--- src/rtl/mrinit_pkg.sv ---
package mrinit_pkg;
  localparam int MR_W   = 13;
  localparam int OP_W   = 8;
  localparam int ARG_W  = 16;
  localparam int CODE_W = 4;
  localparam int IDX_W  = 3;
  localparam int US_W   = 4;

  typedef enum logic [1:0] {
    MEM_DDR3   = 2'd0,
    MEM_LPDDR2 = 2'd1,
    MEM_LPDDR3 = 2'd2,
    MEM_ALT    = 2'd3
  } mem_kind_e;

  localparam logic [CODE_W-1:0] OP_DESEL = 4'h1;
  localparam logic [CODE_W-1:0] OP_MRS   = 4'h3;
  localparam logic [CODE_W-1:0] OP_PREA  = 4'h5;
  localparam logic [CODE_W-1:0] OP_ZQL   = 4'h6;
  localparam logic [1:0]        RANK_ALL = 2'b11;
  localparam logic [MR_W-1:0]   DLL_RST  = 13'h0100;
endpackage

--- src/rtl/mrinit_step_rom.sv ---
module mrinit_step_rom
  import mrinit_pkg::*;
(
  input  mem_kind_e                kind_i,
  input  logic [IDX_W-1:0]         idx_i,
  input  logic [MR_W-1:0]          mr0_i,
  input  logic [MR_W-1:0]          mr1_i,
  input  logic [MR_W-1:0]          mr2_i,
  input  logic [MR_W-1:0]          mr3_i,
  input  logic [OP_W-1:0]          mr11_i,
  output logic [CODE_W-1:0]        code_o,
  output logic [ARG_W-1:0]         arg_o,
  output logic [US_W-1:0]          pause_us_o,
  output logic                     last_o
);
  always_comb begin
    code_o     = OP_MRS;
    arg_o      = '0;
    pause_us_o = '0;
    last_o     = 1'b0;
    if (kind_i == MEM_DDR3) begin
      case (idx_i)
        3'd0: begin code_o = OP_DESEL; pause_us_o = 4'd1; end
        3'd1: code_o = OP_PREA;
        3'd2: arg_o = {3'd2, mr2_i};
        3'd3: arg_o = {3'd3, mr3_i};
        3'd4: arg_o = {3'd1, mr1_i};
        3'd5: arg_o = {3'd0, mr0_i | DLL_RST};
        default: begin code_o = OP_ZQL; last_o = 1'b1; end
      endcase
    end else begin
      case (idx_i)
        3'd0: begin arg_o = {8'h3F, 8'h00}; pause_us_o = 4'd10; end
        3'd1, 3'd2: begin arg_o = {8'h10, 8'hFF}; pause_us_o = 4'd1; end
        3'd3: arg_o = {8'd1, mr1_i[OP_W-1:0]};
        3'd4: arg_o = {8'd2, mr2_i[OP_W-1:0]};
        3'd5: begin
          arg_o  = {8'd3, mr3_i[OP_W-1:0]};
          last_o = (kind_i != MEM_LPDDR3);
        end
        default: begin arg_o = {8'd11, mr11_i}; last_o = 1'b1; end
      endcase
    end
  end
endmodule

--- src/rtl/mrinit_pause.sv ---
module mrinit_pause
  import mrinit_pkg::*;
#(
  parameter int CYC_PER_US = 50
) (
  input  logic            clk,
  input  logic            rst,
  input  logic            load_i,
  input  logic [US_W-1:0] us_i,
  output logic            expired_o
);
  localparam int MAX_CYC = ((1 << US_W) - 1) * CYC_PER_US;
  localparam int CW      = $clog2(MAX_CYC + 1);

  logic [CW-1:0] cnt_q;

  always_ff @(posedge clk) begin
    if (rst) begin
      cnt_q <= '0;
    end else if (load_i) begin
      cnt_q <= CW'(us_i) * CW'(CYC_PER_US) - CW'(1);
    end else if (cnt_q != '0) begin
      cnt_q <= cnt_q - CW'(1);
    end
  end

  assign expired_o = (cnt_q == '0);
endmodule

--- src/rtl/mrinit_seq.sv ---
module mrinit_seq
  import mrinit_pkg::*;
#(
  parameter int CYC_PER_US = 50
) (
  input  logic        clk,
  input  logic        rst,
  input  logic        start_i,
  input  logic [1:0]  mem_type_i,
  input  logic [12:0] mr0_i,
  input  logic [12:0] mr1_i,
  input  logic [12:0] mr2_i,
  input  logic [12:0] mr3_i,
  input  logic [7:0]  mr11_i,
  output logic        pwr_up_req_o,
  input  logic        pwr_up_done_i,
  output logic [31:0] cmd_word_o,
  output logic        cmd_valid_o,
  input  logic        cmd_ack_i,
  output logic        busy_o,
  output logic        done_o
);
  typedef enum logic [2:0] {S_IDLE, S_PWR, S_POST, S_ACK, S_PAUSE} st_e;

  st_e               st_q;
  mem_kind_e         kind_q;
  logic [MR_W-1:0]   mr0_q, mr1_q, mr2_q, mr3_q;
  logic [OP_W-1:0]   mr11_q;
  logic [IDX_W-1:0]  idx_q;
  logic [30:0]       fields_q;
  logic              valid_q, busy_q, done_q, pwr_q;

  logic [CODE_W-1:0] step_code;
  logic [ARG_W-1:0]  step_arg;
  logic [US_W-1:0]   step_us;
  logic              step_last, pause_load, pause_over;

  mrinit_step_rom u_rom (
    .kind_i(kind_q), .idx_i(idx_q),
    .mr0_i(mr0_q), .mr1_i(mr1_q), .mr2_i(mr2_q), .mr3_i(mr3_q), .mr11_i(mr11_q),
    .code_o(step_code), .arg_o(step_arg), .pause_us_o(step_us), .last_o(step_last)
  );

  assign pause_load = (st_q == S_ACK) && cmd_ack_i && (step_us != '0);

  mrinit_pause #(.CYC_PER_US(CYC_PER_US)) u_pause (
    .clk(clk), .rst(rst), .load_i(pause_load), .us_i(step_us), .expired_o(pause_over)
  );

  always_ff @(posedge clk) begin
    if (rst) begin
      st_q     <= S_IDLE;
      kind_q   <= MEM_DDR3;
      mr0_q    <= '0;
      mr1_q    <= '0;
      mr2_q    <= '0;
      mr3_q    <= '0;
      mr11_q   <= '0;
      idx_q    <= '0;
      fields_q <= '0;
      valid_q  <= 1'b0;
      busy_q   <= 1'b0;
      done_q   <= 1'b0;
      pwr_q    <= 1'b0;
    end else begin
      done_q <= 1'b0;
      case (st_q)
        S_IDLE: if (start_i) begin
          kind_q <= mem_kind_e'(mem_type_i);
          mr0_q  <= mr0_i;
          mr1_q  <= mr1_i;
          mr2_q  <= mr2_i;
          mr3_q  <= mr3_i;
          mr11_q <= mr11_i;
          idx_q  <= '0;
          busy_q <= 1'b1;
          pwr_q  <= 1'b1;
          st_q   <= S_PWR;
        end
        S_PWR: if (pwr_up_done_i) begin
          pwr_q <= 1'b0;
          st_q  <= S_POST;
        end
        S_POST: begin
          valid_q  <= 1'b1;
          fields_q <= {9'b0, RANK_ALL, step_arg, step_code};
          st_q     <= S_ACK;
        end
        S_ACK: if (cmd_ack_i) begin
          valid_q <= 1'b0;
          if (step_last) begin
            done_q <= 1'b1;
            busy_q <= 1'b0;
            st_q   <= S_IDLE;
          end else begin
            idx_q <= idx_q + IDX_W'(1);
            st_q  <= (step_us != '0) ? S_PAUSE : S_POST;
          end
        end
        S_PAUSE: if (pause_over) st_q <= S_POST;
        default: st_q <= S_IDLE;
      endcase
    end
  end

  assign cmd_word_o   = {valid_q, fields_q};
  assign cmd_valid_o  = valid_q;
  assign busy_o       = busy_q;
  assign done_o       = done_q;
  assign pwr_up_req_o = pwr_q;

  AST_HOLD_WORD: assert property (@(posedge clk) disable iff (rst)
    cmd_valid_o && !cmd_ack_i |=> cmd_valid_o && $stable(cmd_word_o));
  AST_FLAG_CLEAR: assert property (@(posedge clk) disable iff (rst)
    cmd_valid_o && cmd_ack_i |=> !cmd_valid_o);
  AST_RANK_BOTH: assert property (@(posedge clk) disable iff (rst)
    cmd_valid_o |-> cmd_word_o[21:20] == 2'b11 && cmd_word_o[30:22] == '0);
  AST_NO_CMD_PWRUP: assert property (@(posedge clk) disable iff (rst)
    pwr_up_req_o |-> !cmd_valid_o);
  AST_DONE_PULSE: assert property (@(posedge clk) disable iff (rst)
    done_o |=> !done_o);
  AST_DONE_IDLE: assert property (@(posedge clk) disable iff (rst)
    done_o |-> !busy_o && !cmd_valid_o);
  AST_VALID_BUSY: assert property (@(posedge clk) disable iff (rst)
    cmd_valid_o |-> busy_o);
endmodule

--- config.mk ---
export PLATFORM = sky130hd
export DESIGN_NAME = mrinit_seq
export DESIGN_NICKNAME = d
export VERILOG_FILES = /design/src/rtl/mrinit_pkg.sv /design/src/rtl/mrinit_step_rom.sv /design/src/rtl/mrinit_pause.sv /design/src/rtl/mrinit_seq.sv
export SDC_FILE = /design/constraint.sdc
export NUM_CORES = 1
export LEC_CHECK = 0
export ABC_AREA = 1
export CAP_MARGIN = 0
export CELL_PAD_IN_SITES_DETAIL_PLACEMENT = 1
export CELL_PAD_IN_SITES_GLOBAL_PLACEMENT = 2
export CORE_MARGIN = 5
export CORE_UTILIZATION = 25
export DETAILED_ROUTE_END_ITERATION = 16
export PLACE_DENSITY = 0.82
export SLEW_MARGIN = 25
export SYNTH_ARGS = -nofsm -noshare
export SYNTH_HDL_FRONTEND = slang
export SYNTH_SLANG_ARGS = --single-unit
--- constraint.sdc ---
create_clock -name clk -period 2 [get_ports clk]
set_input_delay 0.2 -clock clk [delete_from_list [all_inputs] [get_ports clk]]
set_output_delay 0.2 -clock clk [all_outputs]
set_load 0.1 [all_outputs]
---- Word-level counts from Yosys, hierarchy flattened ----
Index checks and enable logic that the tools add are counted.
storage, ports and cells
  input port bits ......................... 67
  word-level logic and storage cells ...... 92
  output and inout bits ................... 36
  flip-flop bits (word level) ............. 103
cells by class
  reductions and logical operators ........ 23
  multiplexer cells ....................... 33
  multipliers ............................. 1
  bitwise operators ....................... 2
  $add $sub $neg .......................... 3
  equal/unequal tests ..................... 16
operators with widths
  kind                     count
  $pmux W14 S5             1
  $pmux W15 S4             1
  $mux W3                  10
  $mux W10                 2
  $sub A10 B1 Y10 const B  2
  $mux W15                 1
  $pmux W3 S5              1
  $ne A2 B2 Y1 const B     7
  $eq A3 B2 Y1 const B     4
  $reduce_and A4 Y1        3
  $logic_not A10 Y1        1
  $reduce_bool A10 Y1      1
  $eq A3 B3 Y1 const B     3
  $mul A4 B5 Y9 const B    1
  $mux W1                  9
  $pmux W3 S3              1
  $pmux W1 S2              4
  $pmux W4 S2              1
  $reduce_bool A2 Y1       4
  $eq A3 B1 Y1 const B     2
  $logic_not A3 Y1         2
  $pmux W3 S2              1
  $reduce_or A6 Y1         1
  $reduce_or A5 Y1         1
  11 further kinds         14

---- Longest topological paths before layout ----
Gate-level depths: netlist of the first run.
  depth after elaboration ................. 9
  depth in mapped cells ................... 12
  depth with buffers taken out ............ 12

---- Hierarchy ----
Synthesis of the first run repeated with hierarchy kept, for this count alone.
unflattened totals
  cells, all modules ...................... 832
  area total of the unflattened synthesis .. 5665.4 um2
modules (own cells, without submodules)
  module           area an instance (um2)  instances  cells each  sequential area each (um2)
  mrinit_seq       3569.7                  1          455         1861.8
  mrinit_step_rom  1062.3                  1          214         0.0
  mrinit_pause     1033.5                  1          163         200.2

---- Least setup slack after synthesis of the first run ----
Ideal clock, no wire load.
  path type ............................... register to register
  start ................................... reg idx_q[1]
  end ..................................... reg u_pause.cnt_q[0]
  setup time .............................. 0.115 ns
  path slack .............................. 0.084 ns
  arrival ................................. 1.801 ns
  period minus slack after synthesis ...... 1.916 ns
  required time ........................... 1.885 ns
  path buffers ............................ 1
  cell stages (with the launch flop) ...... 13
  cell sequence ........................... dfxtp_1 -> inv_1 -> ha_1 -> o21ai_2 -> nand2_1 -> nand2_1 -> ha_1 -> inv_1 -> nand2_2 -> buf_6 -> nand2_1 -> o21ai_0 -> inv_1
between the ends
  word-level cells in the longest chain between the ends .. 7
  elaborated cells between the ends (all ways) .. 11
  classes of those cells .................. 2 x eq/ne; 4 x mux; 5 x reduce/logical
RTL lines
  element                                         RTL line               RTL
  start, declared                                 mrinit_seq.sv:29       logic [IDX_W-1:0] idx_q;
  start signal, assigned                          mrinit_seq.sv:96       idx_q <= idx_q + IDX_W'(1);
  $eq A3 B1 Y1 or $eq A3 B2 Y1 (tied branches)    mrinit_step_rom.sv:32  case (idx_i)
  $reduce_or A2 Y1                                n/a
  $pmux W4 S2                                     mrinit_step_rom.sv:32
  $mux W4 (*)                                     mrinit_step_rom.sv:21  if (kind_i == MEM_DDR3) begin
  $reduce_bool A4 Y1 (*)                          mrinit_seq.sv:44       assign pause_load = (st_q == S_ACK) && cmd_ack_i && (step_us != '0);
  $logic_and A1 B1 Y1 (*)                         mrinit_seq.sv:44
  $mux W10 or $reduce_bool A2 Y1 (tied branches)  n/a
  end signal, assigned                            mrinit_pause.sv:21     cnt_q <= CW'(us_i) * CW'(CYC_PER_US) - CW'(1);
  end signal, assigned                            mrinit_pause.sv:23     cnt_q <= cnt_q - CW'(1);
  end, declared                                   mrinit_pause.sv:15     logic [CW-1:0] cnt_q;
Every way passes the cells marked *; elsewhere a longest branch is shown, timed or not.
A chain may end at the register's enable or synchronous reset.

---- Final worst setup path of the first run ----
  start ................................... reg idx_q[0]
  end ..................................... reg u_pause.cnt_q[9]
between the ends
  word-level cells in the longest chain between the ends .. 7
  elaborated cells between the ends (all ways) .. 13
  classes of those cells .................. 1 x add/sub; 1 x mul; 2 x eq/ne; 4 x mux; 5 x reduce/logical
RTL lines
  element                                                 RTL line
  $eq A3 B1 Y1 or $eq A3 B2 Y1 (tied branches)            mrinit_step_rom.sv:32
  $reduce_or A2 Y1                                        n/a
  $pmux W4 S2                                             mrinit_step_rom.sv:32
  $mux W4 (*)                                             mrinit_step_rom.sv:21
  $mul A4 B5 Y9 or $reduce_bool A4 Y1 (tied branches)     mrinit_pause.sv:21, mrinit_seq.sv:44
  $sub A10 B1 Y10 or $logic_and A1 B1 Y1 (tied branches)  mrinit_pause.sv:21, mrinit_seq.sv:44
  $mux W10 or $reduce_bool A2 Y1 (tied branches)          n/a
Marks and branches as above.

==> flow_metrics.tcl, run 1 <==
set metrics [dict create \
    status "completed" \
    cp_slowest_cell "dfxtp_2" \
    rrSetupSlack_ns 0.18 \
    reg2regPathDepth 10 \
    drive_gt1_share_pct 12.7 \
    grt_max_degree 54 \
    die_x_um 151 \
    startpoint_type "register" \
    drtPass1Iterations 4 \
    avgSynthCellArea_um2 6.65 \
    grt_pass1_wl_um 25300 \
    crit_path_max_fanout 4 \
    grt_overflow 0 \
    p_per_area_nw_per_um2 1520 \
    final_cell_mix "nand2_1 (161), dfxtp_1 (98), o21ai_0 (97)" \
    synth_area_um2 4980 \
    cap_violations 0 \
    cts_buffer_depth 2 \
    chipHeight_um 151 \
    combPwrFrac_pct 49.3 \
    yosysWarningCount 0 \
    synth.area.top_cells "dfxtp_1 (40%), nand2_1 (12%), o21ai_0 (9.9%), a21oi_1 (8.7%), inv_1 (7.2%)" \
    period_needed_ns 1.82 \
    clkSinkCount 100 \
    core_um2 19500 \
    crit_family "adder cells" \
    synth.distinct_cells 28 \
    grt_pass1_vias 5051 \
    p_leak_uw 0.00287 \
    finalCritPeriodShare_pct 91.1 \
    max_freq_ghz 0.549 \
    rsz0062_at_grt "no" \
    synth_cells 749 \
    cts_tree "yes" \
    area_delta_synth_final_pct 32.5 \
    numCtsBuffers 9 \
    arrival_ns 2.10 \
    ir_drop_mv 0.497 \
    clockRootBuffer "clkbuf_16" \
    viasPerCell 4.33 \
    final_area_um2 6600 \
    start_util_pct 25.5 \
    dp_hpwl_um 11900 \
    min-delay-start "mr0_q[6]$_SDFFE_PP0P_" \
    worstPathRequired_ns 2.28 \
    cp_slowest_stage_delay_ns 0.37 \
    clkPwrFrac_pct 20.0 \
    path_class "register to register" \
    yosys.area.top_type "dfxtp_1" \
    power_frac_seq_pct 30.8 \
    dpl_cell_area_um2 6240 \
    post_cts_buffers 0 \
    worstReg2RegEnd "u_pause.cnt_q[9]$_SDFFE_PP0P_" \
    cts.clk_slew.worst_paths_ns 0.07 \
    ctsHtreeMaxLevel 3 \
    final_common_cell "nand2_1" \
    antenna_cells 0 \
    path_cells "inv_2, ha_1, o21ai_2, nand2_1, nand2_1, buf_4, inv_1, ha_1, or2_1, a21oi_1" \
    setup_ws_ns 0.179 \
    route.detailed.drc 0 \
    synth.yosys.seq_area_share_pct 40.2 \
    min_path_type "register to register" \
    cp_num_buf_inv 3 \
    wl_per_cell_um 13.8 \
    place_ws_ns 0.102 \
    cellInternalPower_uw 5380 \
    end_kind "register" \
    synth_top_area_share_pct 40.2 \
    clk_latency_ns 0.35 \
    holdPathEnd "mr0_q[6]$_SDFFE_PP0P_" \
    ys_ff_latch 100 \
    ant_nets 0 \
    setup_tns_ns 0 \
    std_cell_rows 51 \
    r2r-start "idx_q[0]$_SDFFE_PP0P_" \
    final_max_slew_viol_count 0 \
    fin_worst_skew_ns 0.00511 \
    switching_power_uw 4660 \
    drtIter0Drc 114 \
    swShare_pct 46.4 \
    vias 4855 \
    routabilityCongestion 0.817 \
    grt_antenna_before_repair 0 \
    die_area_um2 22800 \
    final-hold-violation-count 0 \
    fin_nets 926 \
    portBuffers 90 \
    setup_violations 0 \
    io_pins 103 \
    min_path_cells 2 \
    totalWireLength_um 15500 \
    globalRouteTotalUtil_pct 14.0 \
]
[power by group through the flow]
| stage | logic [µW] | registers [µW] | clock network, µW |
|---|---|---|---|
| 6_report | 4950 | 3090 | 2010 |
| 5_1_grt | 5530 | 3180 | 2140 |
| 4_1_cts | 5000 | 3110 | 2070 |
| 3_5_place_dp | 4970 | 3150 | 0 |
| 3_3_place_gp | 4900 | 3130 | 0 |
| 2_1_floorplan | 2570 | 4030 | 0 |
[per-stage QoR]
| step | util [%] | cells | total power, µW | hold WS (ns) |
|---|---|---|---|---|
| 2_1_floorplan | - | 759 | 6600 | 0.374 |
| 3_3_place_gp | 31.9 | 1104 | 8030 | 0.433 |
| 3_5_place_dp | 31.9 | 1104 | 8110 | 0.437 |
| 4_1_cts | 33.7 | 1120 | 10200 | 0.447 |
| 5_1_grt | 33.8 | 1120 | 10800 | 0.461 |
| 6_report | 33.8 | 1120 | 10000 | 0.443 |
[worst max path at each step]
stage                     startpoint                       endpoint  slack [ns]  cells past startpoint
4_1_cts        idx_q[1]$_SDFFE_PP0P_  u_pause.cnt_q[9]$_SDFFE_PP0P_        0.04                     10
6_report       idx_q[0]$_SDFFE_PP0P_  u_pause.cnt_q[9]$_SDFFE_PP0P_        0.18                     10
3_5_place_dp   idx_q[1]$_SDFFE_PP0P_  u_pause.cnt_q[7]$_SDFFE_PP0P_        0.10                     11
3_3_place_gp   idx_q[0]$_SDFFE_PP0P_  u_pause.cnt_q[7]$_SDFFE_PP0P_        0.12                     11
2_1_floorplan  idx_q[1]$_SDFFE_PP0P_  u_pause.cnt_q[0]$_SDFFE_PP0P_        0.08                     12
5_1_grt        idx_q[0]$_SDFFE_PP0P_  u_pause.cnt_q[9]$_SDFFE_PP0P_        0.01                     10
[tightest hold or removal path: cells and delay by family (launching register included)]
family	cells	cell delay, ns
DFF	1	0.31
buffers and inverters	1	0.05
AOI/OAI and AO/OA	1	0.05
[synth_stat cells]
cell type	n
o21bai_1	1
o21ai_0	98
nor2_1	79
a21oi_1	87
buf_4	16
o21ai_2	1
buf_6	1
nand4_1	9
xnor2_1	1
nor2_2	4
clkinv_2	1
clkbuf_1	18
or2_2	1
inv_2	4
or2_1	2
nand2_2	8
nand3_2	3
buf_1	1
dfxtp_1	100
nand2_1	163
conb_1	1
nor3_1	4
inv_1	96
nor2_4	2
o21ai_1	2
nand3_1	27
buf_2	10
ha_1	9
[registers in the layout (all words and copies together) (netlist names)]
name and count:
mr2_q 13, busy_o 1, kind_q 2, mr3_q 13
mr1_q 13, mr11_q 8, done_o 1, fields_q 19
mr0_q 12, cmd_valid_o 1, pwr_up_req_o 1, idx_q 3
st_q 3, u_pause.cnt_q 10
[timing repair]
item | 4_1_cts | 5_1_grt
hold buffers | 0 | 0
setup endpoints to repair | 0 | 10
gates resized for setup | 0 | 10
[area by class of cell]
class	count	area (µm²)
fill	2498	12900
multi-input combinational	512	2410
sequential	100	2000
timing repair buffer	126	1130
inverter	101	380
tap	265	332
clock buffer	10	229
clock inverter	6	113
[layer usage]
| layer | part of all wire (%) | GRT usage, % | wire length [µm] |
|---|---|---|---|
| met1 | 49 | 18.3 | 7560 |
| met2 | 47 | 23.8 | 7270 |
| met3 | 2.8 | 1.89 | 433 |
| met4 | 1.4 | 4.44 | 210 |
| met5 | 0 | 0 | 0 |
[kinds of logic after synthesis]
family | count (synthesis) | synth area share (%)
buffers and inverters | 147 | 12.7
other | 1 | 0.0753
and+or+nand+nor | 302 | 25.4
DFF | 100 | 40.2
AOI/OAI and AO/OA | 189 | 19.1
adders and majority gates | 9 | 2.26
xor gates and xnor gates | 1 | 0.176
Note: power is estimated with default switching activity, not from simulation.
==> run 2, diff against run 1 <==
Settings changed: ABC_CLOCK_PERIOD_IN_PS set to 2000, HOLD_SLACK_MARGIN set to 0.02, MAX_ROUTING_LAYER set to met4.
==> flow_metrics.tcl, run 2 (synthesized netlist as in run 1, its figures left out) <==
set metrics [dict create \
    grt_overflow 0 \
    cts.clk_slew.worst_paths_ns 0.07 \
    route.detailed.drc 0 \
    p_per_area_nw_per_um2 1520 \
    setup_tns_ns 0 \
    cap_violations 0 \
    std_cell_rows 51 \
    antenna_cells 0 \
    drtIter0Drc 124 \
    p_total_uw 10000 \
    path_class "register to register" \
    post_cts_buffers 0 \
    core_um2 19500 \
    vias 4835 \
    fillCellCount 2498 \
    largest_register_ffs 19 \
    die_x_um 151 \
    numCtsBuffers 9 \
    clk_latency_ns 0.35 \
    clockRootBuffer "clkbuf_16" \
    startpoint_type "register" \
    dp_hpwl_um 11900 \
    start_util_pct 25.5 \
    clkSinkCount 100 \
    ant_nets 0 \
    totalWireLength_um 15500 \
    area_delta_synth_final_pct 32.5 \
    globalRouteTotalUtil_pct 14.3 \
    grt_antenna_before_repair 0 \
    setup_violations 0 \
    min_path_type "register to register" \
    status "completed" \
    chipHeight_um 151 \
    cts_buffer_depth 2 \
    grt_max_degree 54 \
    whs_ns 0.443 \
    cp_slowest_cell "dfxtp_2" \
    fin_nets 926 \
    seq_area_um2 2000 \
    ir_drop_mv 0.497 \
    rsz0062_at_grt "no" \
    grt_pass1_wl_um 25300 \
    final-hold-violation-count 0 \
    io_pins 103 \
    viasPerCell 4.32 \
    ctsHtreeMaxLevel 3 \
    crit_path_max_fanout 4 \
    final_cell_mix "nand2_1 (161), dfxtp_1 (98), o21ai_0 (97)" \
    final_max_slew_viol_count 0 \
    die_area_um2 22800 \
    rrSetupSlack_ns 0.18 \
    wl_per_cell_um 13.8 \
    p_leak_uw 0.00287 \
    worstPathRequired_ns 2.28 \
    drtPass1Iterations 4 \
    arrival_ns 2.10 \
    period_needed_ns 1.82 \
    end_kind "register" \
    fin_worst_skew_ns 0.00494 \
    regMostFlops "fields_q" \
    grt_pass1_vias 5044 \
    cts_tree "yes" \
    drive_gt1_share_pct 12.7 \
    cp_slowest_stage_delay_ns 0.37 \
    final_area_um2 6600 \
    max_freq_ghz 0.549 \
    final_common_cell "nand2_1" \
    multi_input_area_um2 2410 \
    portBuffers 90 \
    finalCritPeriodShare_pct 91.0 \
    path_cells "inv_2, ha_1, o21ai_2, nand2_1, nand2_1, buf_4, inv_1, ha_1, or2_1, a21oi_1" \
    routabilityCongestion 0.829 \
    dpl_cell_area_um2 6240 \
]
-- run 2: critical path: cells and delay by family (launching register included) --
| family | cells | cell delay, ns |
|---|---|---|
| adder cells (fa/ha/maj) | 2 | 0.50 |
| AND/OR/NAND/NOR | 3 | 0.39 |
| flip-flops | 1 | 0.37 |
| AO/OA/AOI/OAI | 2 | 0.27 |
| buffers and inverters | 3 | 0.23 |
-- run 2: repair_timing --
| action | 4_1_cts | 5_1_grt |
|---|---|---|
| hold buffers | 0 | 0 |
| endpoints found under the setup margin | 0 | 10 |
| resized for setup | 0 | 10 |
-- run 2: metrics by stage --
stage               std cells  utilization [%]  setup WS [ns]
CTS                      1120             33.7         0.0442
finish                   1120             33.8          0.179
floorplan                 759                -         0.0839
global route             1120             33.8        0.00770
detailed placement       1104             31.9          0.102
global placement         1104             31.9          0.123
-- run 2: power by group --
| part | internal, µW | switching (µW) | total, µW |
|---|---|---|---|
| clock network | 1230 | 781 | 2010 |
| registers | 2650 | 437 | 3090 |
| logic | 1500 | 3440 | 4950 |
| total | 5380 | 4660 | 10000 |
-- run 2: layout make-up --
type	instances	area share, %
Clock buffer	10	3.47
Clock inverter	6	1.71
Inverter	101	5.77
Multi-Input combinational cell	512	36.5
Sequential cell	100	30.4
Tap cell	265	5.03
Timing Repair Buffer	126	17.2
-- run 2: path summary, 6_finish.rpt --
check | start | to | cells past startpoint
max | idx_q[0]$_SDFFE_PP0P_ | u_pause.cnt_q[9]$_SDFFE_PP0P_ | 10
min | mr0_q[6]$_SDFFE_PP0P_ | mr0_q[6]$_SDFFE_PP0P_ | 2
max reg2reg | idx_q[0]$_SDFFE_PP0P_ | u_pause.cnt_q[9]$_SDFFE_PP0P_ | 10
min reg2reg | mr0_q[6]$_SDFFE_PP0P_ | mr0_q[6]$_SDFFE_PP0P_ | 2
-- run 2: metal layers --
| metal | track usage (%) | part of all wire [%] |
|---|---|---|
| met4 | 4.44 | 1.3 |
| met2 | 23.8 | 47 |
| met1 | 18.3 | 49 |
| met3 | 1.74 | 2.5 |
| met5 | - | 0 |
